$ cat src/rtl/dpea_pkg.sv
package dpea_pkg;

  typedef enum logic [3:0] {
    AM_DP       = 4'd0,
    AM_DP_X     = 4'd1,
    AM_DP_Y     = 4'd2,
    AM_REG_X    = 4'd3,
    AM_REG_Y    = 4'd4,
    AM_REG_XINC = 4'd5,
    AM_ABS      = 4'd6,
    AM_ABS_X    = 4'd7,
    AM_ABS_Y    = 4'd8,
    AM_PTR_PRE  = 4'd9,
    AM_PTR_POST = 4'd10
  } amode_e;

  typedef enum logic [1:0] {
    FS_IDLE,
    FS_LO,
    FS_HI,
    FS_FIN
  } fstate_e;

  function automatic logic is_ptr_mode(input logic [3:0] m);
    return (m == AM_PTR_PRE) || (m == AM_PTR_POST);
  endfunction

endpackage

$ cat src/rtl/dpea_page_map.sv
module dpea_page_map #(
  parameter int OFS_W = 8
) (
  input  logic                   page_sel,
  input  logic [OFS_W-1:0]       ofs,
  output logic [2*OFS_W-1:0]     addr
);
  localparam int ADDR_W = 2 * OFS_W;
  localparam int PAD_W  = ADDR_W - OFS_W - 1;

  assign addr = {{PAD_W{1'b0}}, page_sel, ofs};

endmodule

$ cat src/rtl/dpea_direct.sv
module dpea_direct
  import dpea_pkg::*;
#(
  parameter int OFS_W = 8
) (
  input  logic [3:0]            mode,
  input  logic                  page_sel,
  input  logic [OFS_W-1:0]      ofs,
  input  logic [2*OFS_W-1:0]    abs_addr,
  input  logic [OFS_W-1:0]      ix,
  input  logic [OFS_W-1:0]      iy,
  output logic [2*OFS_W-1:0]    ea,
  output logic                  xinc
);
  localparam int ADDR_W = 2 * OFS_W;

  logic [OFS_W-1:0]  page_ofs;
  logic [ADDR_W-1:0] page_addr;
  logic [ADDR_W-1:0] abs_sum;
  logic              use_abs;

  always_comb begin
    page_ofs = ofs;
    use_abs  = 1'b0;
    xinc     = 1'b0;
    abs_sum  = abs_addr;
    case (mode)
      AM_DP_X:     page_ofs = ofs + ix;
      AM_DP_Y:     page_ofs = ofs + iy;
      AM_REG_X:    page_ofs = ix;
      AM_REG_Y:    page_ofs = iy;
      AM_REG_XINC: begin
        page_ofs = ix;
        xinc     = 1'b1;
      end
      AM_ABS:      use_abs = 1'b1;
      AM_ABS_X: begin
        use_abs = 1'b1;
        abs_sum = abs_addr + ADDR_W'(ix);
      end
      AM_ABS_Y: begin
        use_abs = 1'b1;
        abs_sum = abs_addr + ADDR_W'(iy);
      end
      default:     page_ofs = ofs;
    endcase
  end

  dpea_page_map #(.OFS_W(OFS_W)) u_map (
    .page_sel (page_sel),
    .ofs      (page_ofs),
    .addr     (page_addr)
  );

  assign ea = use_abs ? abs_sum : page_addr;

endmodule

$ cat src/rtl/dpea_ptr_fetch.sv
module dpea_ptr_fetch
  import dpea_pkg::*;
#(
  parameter int OFS_W = 8
) (
  input  logic                  clk,
  input  logic                  rst_n,
  input  logic                  start,
  input  logic                  page_sel,
  input  logic [OFS_W-1:0]      ptr_ofs,
  input  logic [OFS_W-1:0]      post_add,
  output logic                  rd_en,
  output logic [2*OFS_W-1:0]    rd_addr,
  input  logic [OFS_W-1:0]      rd_data,
  output logic                  busy,
  output logic                  fin,
  output logic [2*OFS_W-1:0]    fea
);
  localparam int ADDR_W = 2 * OFS_W;

  fstate_e          st;
  logic [OFS_W-1:0] ptr_q;
  logic [OFS_W-1:0] add_q;
  logic [OFS_W-1:0] lo_q;
  logic             page_q;
  logic [OFS_W-1:0] cur_ofs;

  always_ff @(posedge clk or negedge rst_n) begin
    if (!rst_n) begin
      st     <= FS_IDLE;
      ptr_q  <= '0;
      add_q  <= '0;
      lo_q   <= '0;
      page_q <= 1'b0;
    end else begin
      case (st)
        FS_IDLE: if (start) begin
          st     <= FS_LO;
          ptr_q  <= ptr_ofs;
          add_q  <= post_add;
          page_q <= page_sel;
        end
        FS_LO:   st <= FS_HI;
        FS_HI: begin
          lo_q <= rd_data;
          st   <= FS_FIN;
        end
        default: st <= FS_IDLE;
      endcase
    end
  end

  assign rd_en   = (st == FS_LO) || (st == FS_HI);
  assign cur_ofs = (st == FS_HI) ? ptr_q + 1'b1 : ptr_q;
  assign busy    = (st != FS_IDLE);
  assign fin     = (st == FS_FIN);
  assign fea     = {rd_data, lo_q} + ADDR_W'(add_q);

  dpea_page_map #(.OFS_W(OFS_W)) u_map (
    .page_sel (page_q),
    .ofs      (cur_ofs),
    .addr     (rd_addr)
  );

  // high-byte read follows low-byte read at the next offset in the page
  p_rd_pair_r6: assert property (@(posedge clk) disable iff (!rst_n)
    (rd_en && st == FS_LO) |=> (rd_en &&
      rd_addr[OFS_W-1:0] == OFS_W'($past(rd_addr[OFS_W-1:0]) + 1'b1) &&
      rd_addr[ADDR_W-1:OFS_W] == $past(rd_addr[ADDR_W-1:OFS_W])));

  // pointer reads never leave the selected direct page
  p_rd_page_r6: assert property (@(posedge clk) disable iff (!rst_n)
    rd_en |-> (rd_addr[ADDR_W-1:OFS_W+1] == '0));

endmodule

$ cat src/rtl/dpea_gen.sv
module dpea_gen
  import dpea_pkg::*;
#(
  parameter int OFS_W = 8
) (
  input  logic                  clk,
  input  logic                  rst_n,
  input  logic                  req_valid,
  output logic                  req_ready,
  input  logic [3:0]            req_mode,
  input  logic [OFS_W-1:0]      req_ofs,
  input  logic [2*OFS_W-1:0]    req_abs,
  input  logic [OFS_W-1:0]      idx_x,
  input  logic [OFS_W-1:0]      idx_y,
  input  logic                  page_sel,
  output logic                  rd_en,
  output logic [2*OFS_W-1:0]    rd_addr,
  input  logic [OFS_W-1:0]      rd_data,
  output logic [2*OFS_W-1:0]    ea,
  output logic                  done,
  output logic                  x_inc
);
  localparam int ADDR_W = 2 * OFS_W;

  logic              accept;
  logic              ptr_mode;
  logic [ADDR_W-1:0] d_ea;
  logic              d_xinc;
  logic [OFS_W-1:0]  ptr_ofs;
  logic [OFS_W-1:0]  post_add;
  logic              f_busy;
  logic              f_fin;
  logic [ADDR_W-1:0] f_ea;
  logic [ADDR_W-1:0] ea_q;
  logic              done_q;
  logic              xinc_q;

  assign ptr_mode = is_ptr_mode(req_mode);
  assign accept   = req_valid && req_ready;
  assign ptr_ofs  = (req_mode == AM_PTR_PRE)  ? req_ofs + idx_x : req_ofs;
  assign post_add = (req_mode == AM_PTR_POST) ? idx_y : '0;

  dpea_direct #(.OFS_W(OFS_W)) u_direct (
    .mode     (req_mode),
    .page_sel (page_sel),
    .ofs      (req_ofs),
    .abs_addr (req_abs),
    .ix       (idx_x),
    .iy       (idx_y),
    .ea       (d_ea),
    .xinc     (d_xinc)
  );

  dpea_ptr_fetch #(.OFS_W(OFS_W)) u_fetch (
    .clk      (clk),
    .rst_n    (rst_n),
    .start    (accept && ptr_mode),
    .page_sel (page_sel),
    .ptr_ofs  (ptr_ofs),
    .post_add (post_add),
    .rd_en    (rd_en),
    .rd_addr  (rd_addr),
    .rd_data  (rd_data),
    .busy     (f_busy),
    .fin      (f_fin),
    .fea      (f_ea)
  );

  always_ff @(posedge clk or negedge rst_n) begin
    if (!rst_n) begin
      ea_q   <= '0;
      done_q <= 1'b0;
      xinc_q <= 1'b0;
    end else begin
      done_q <= 1'b0;
      xinc_q <= 1'b0;
      if (accept && !ptr_mode) begin
        ea_q   <= d_ea;
        done_q <= 1'b1;
        xinc_q <= d_xinc;
      end else if (f_fin) begin
        ea_q   <= f_ea;
        done_q <= 1'b1;
      end
    end
  end

  assign req_ready = !f_busy;
  assign ea        = ea_q;
  assign done      = done_q;
  assign x_inc     = xinc_q;

  // a pointer-mode request closes the request side on the next cycle
  p_busy_after_ptr_r1: assert property (@(posedge clk) disable iff (!rst_n)
    (accept && ptr_mode) |=> !req_ready);

  // non-pointer requests complete one cycle after acceptance
  p_direct_latency_r2: assert property (@(posedge clk) disable iff (!rst_n)
    (accept && !ptr_mode) |=> done);

  // the increment request only accompanies a result
  p_xinc_with_done_r4: assert property (@(posedge clk) disable iff (!rst_n)
    x_inc |-> done);

  // a fetch delivers its result three cycles after the request side closes
  p_fetch_latency_r8: assert property (@(posedge clk) disable iff (!rst_n)
    $fell(req_ready) |-> ##3 (done && req_ready));

endmodule

$ cat config.mk
export PLATFORM = sky130hd
export DESIGN_NAME = dpea_gen
export DESIGN_NICKNAME = d
export VERILOG_FILES = /design/src/rtl/dpea_pkg.sv /design/src/rtl/dpea_page_map.sv /design/src/rtl/dpea_direct.sv /design/src/rtl/dpea_ptr_fetch.sv /design/src/rtl/dpea_gen.sv
export SDC_FILE = /design/constraint.sdc
export NUM_CORES = 1
export LEC_CHECK = 0
export ABC_AREA = 1
export CORE_MARGIN = 2
export CORE_UTILIZATION = 55
export CTS_CLUSTER_SIZE = 8
export DETAILED_ROUTE_END_ITERATION = 7
export HOLD_SLACK_MARGIN = 0.03
export PLACE_DENSITY = 0.81
export SYNTH_ARGS = -nofsm -noshare
export SYNTH_HDL_FRONTEND = slang
export SYNTH_HIERARCHICAL = 1
export SYNTH_SLANG_ARGS = --single-unit
export TNS_END_PERCENT = 1
$ cat constraint.sdc
create_clock -name clk -period 2.85 [get_ports clk]
set_input_delay 0.7125 -clock clk [delete_from_list [all_inputs] [get_ports clk]]
set_output_delay 0.7125 -clock clk [all_outputs]
set_load 0.1 [all_outputs]
==> qor.yml <==
timing.fmax_ghz: 0.3687
clock-skew-final_ps: 8.173
hold_viol_final: 0
synth_area_um2: 5341
drt_iter0_drc: 328
die_h_um: 102.5
r2r_cells: 12
multi_input_area_um2: 3612
cap_viol_max_count: 0
grt_pass1_wl_mm: 26.25
hpwl_mm: 12.94
yosysWarnings: 6
gr-total-overflow: 0
yosys.area.top_type: "dfrtp_1"
htreeDepth: 2
dieWidth_um: 102.5
timing.hold.ws_ps: 380.7
vias_per_cell: 5.421
die-area_um2: 10520
clkLatencyLatePin_ps: 300
criticalPathCategory: "input pin to flip-flop"
synth_cells: 796
finalCritPeriodShare_pct: 95.17
place.gp.congestion: 0.9680
clk_pin_slew_ps: 90
post-place-ws_ps: -670.0
arrival_ps: 2900
drt-total-wl_mm: 16.08
synth-async-reset-ratio_pct: 100.0
cts.path.max_buffers: 2
leakagePower_nw: 3.715
setup_viol: 0
synth_top_area_share_pct: 21.08
cts.sinks: 45
num_antenna_cells: 0
yosysSeqAreaShare_pct: 21.08
vias: 5752
avgSynthCellArea_um2: 6.710
yosysUniqueCellTypes: 48
status: "completed"
drive_gt1_share_pct: 22.10
synth-edff-count: 0
area_delta_synth_final_pct: 28.72
cts_made_buffers: 5
coreArea_um2: 9328
ios: 92
io_buffers: 84
timing.final.ws_setup_ps: 137.7
ir_drop_v: 0.0007352
rows: 35
tritoncts: "yes"
powerDensity_nw_per_um2: 747.3
grt.total_usage_pct: 31.59
ys_seq_elements: 45
antenna_found_initial: 0
wl_per_cell_um: 15.15
worst_pin_slew_ps: 536.5
critical_path.max_fanout: 5
min_path_type: "input pin to asynchronous set/reset pin"
regArea_um2: 1126
final_nets: 1027
end_kind: "flip-flop"
cts-root-buf: "clkbuf_8"
firstDrtPassIters: 6
first_global_vias: 5606
slew_violations: 0
fillers: 767
relSlewSlack_pct: 64.23
start_util_pct: 57.26
ctsHoldBuffers: 0
grt_max_degree: 35
drtAntennaViolNets: 0
drc: 0
dominantRegCellSynth: "dfrtp_1"
synthTopCellsByArea: "dfrtp_1, nand2_1, nand3_1"
layout_min_cycle_time_ps: 2712
worstPathRequired_ps: 3030
fin_util_pct: 73.71
crit_path_start_kind: "input pin"
[repair_timing]
| action | 4_1_cts | 5_1_grt |
|---|---|---|
| endpoints found under the setup margin | 15 | 16 |
| pin swaps | 4 | 14 |
| gates cloned | 2 | 0 |
| resized for setup | 15 | 32 |
| buffers inserted | 1 | 5 |
[cell usage after synthesis (all sizes together) (2+ instances only)]
library cell	count
clkbuf	2
nand4	30
mux2	16
and2	2
nand3	114
nor2	49
o211ai	2
a21boi	2
nand3b	5
a22oi	7
conb	2
fa	4
dfrtp	45
a21oi	31
nand2	223
inv	101
or2	8
buf	50
o21ai	36
xnor2	5
nor3	8
xor2	12
ha	36
[worst max-delay path, cell delays in order]
cell	delay, ps
clkdlybuf4s50_1	470
inv_1	50
o21ai_0	250
ha_1	340
nand2_1	130
inv_1	50
a21boi_0	230
nand3_2	160
nand3_2	90
nand2_1	50
nand3_1	100
nand2_1	60
nand4_1	110
nand3_1	80
[power by group]
| part | internal (mW) | switching (mW) | total (mW) | leakage (nW) |
|---|---|---|---|---|
| logic | 1.08 | 2.55 | 3.63 | 3.09 |
| registers | 0.885 | 0.197 | 1.08 | 0.576 |
| clock network | 0.197 | 0.227 | 0.424 | 0.0512 |
| total | 2.16 | 2.98 | 5.14 | 3.72 |
[state kept, by name, summed over array words and instances, names as in the netlist]
register,cells
u_fetch/ptr_q,8
x_inc,1
u_fetch/st,2
done,1
ea,16
u_fetch/lo_q,8
u_fetch/page_q,1
u_fetch/add_q,8
[kinds of logic after synthesis]
family	after synthesis	synth area share, %
AOI/OAI and AO/OA	83	9.136
xor gates and xnor gates	17	2.787
adders and majority gates	40	9.932
buffers and inverters	154	14.62
DFF	45	21.08
muxes	16	3.936
other	2	0.1406
and+or+nand+nor	439	38.37
[area by class of cell]
type / count / area share, %
sequential: 45 / 16.38
tap: 129 / 2.348
inverter: 102 / 5.569
clock inverter: 2 / 0.2002
clock buffer: 6 / 1.201
timing repair buffer: 166 / 21.77
multi-input combinational: 611 / 52.54
[through the flow]
step | power [mW] | cell area (um^2) | TNS (ps) | std cells
2_1_floorplan | 3.771 | 5401 | 0 | 808
3_3_place_gp | 4.593 | 6626 | -6875 | 1045
3_5_place_dp | 4.667 | 6626 | -8506 | 1045
4_1_cts | 5.103 | 6771 | 0 | 1056
5_1_grt | 5.419 | 6875 | -4.460 | 1061
6_report | 5.138 | 6875 | 0 | 1061
[per-layer routing]
| layer | up-vias | share of wire (%) | GRT usage, % |
|---|---|---|---|
| met5 | - | 0 | 0 |
| met4 | 0 | 2.7 | 10.67 |
| met3 | 36 | 5.1 | 2.780 |
| met2 | 216 | 47 | 53.80 |
| met1 | 2646 | 45 | 42.29 |
| li1 | 2854 | - | - |
[path summary, 6_finish.rpt]
kind,start,endpoint,slack (ps)
min in group clk,u_fetch/lo_q[0],u_fetch/lo_q[0],500
min,rst_n,u_fetch/st[1],380
max in group asynchronous,rst_n,done,1880
max reg2reg,u_fetch/add_q[0],ea[10],800
max,idx_y[7],ea[13],140
min reg2reg,u_fetch/lo_q[0],u_fetch/lo_q[0],500
[cell usage in the layout (no fill, tap or decap), types with 2 or more instances in the layout]
cell             instances
o21ai_1                 16
conb_1                  14
nand2_1                214
nor2_2                   3
ha_1                    33
o211ai_1                 2
inv_1                   89
nor2_1                  41
dfrtp_1                 45
buf_12                  11
nand3_4                  5
mux2_4                   8
nand2_2                  9
nand3_2                  8
o21ai_0                 17
inv_2                   12
nand4_1                 29
mux2_2                   8
nand3_1                102
xnor2_1                  4
a22oi_1                  7
o21ai_4                  2
clkbuf_2                 4
clkdlybuf4s50_1         50
clkbuf_8                 6
buf_4                  100
nor3_1                   5
nand3b_1                 5
a21oi_1                 28
or2_2                    4
or2_1                    3
a21oi_2                  3
fa_1                     3
nor3_2                   2
ha_2                     3
xor2_1                  12
nor2_4                   5
No activity file was read; power rests on OpenSTA's default activity.
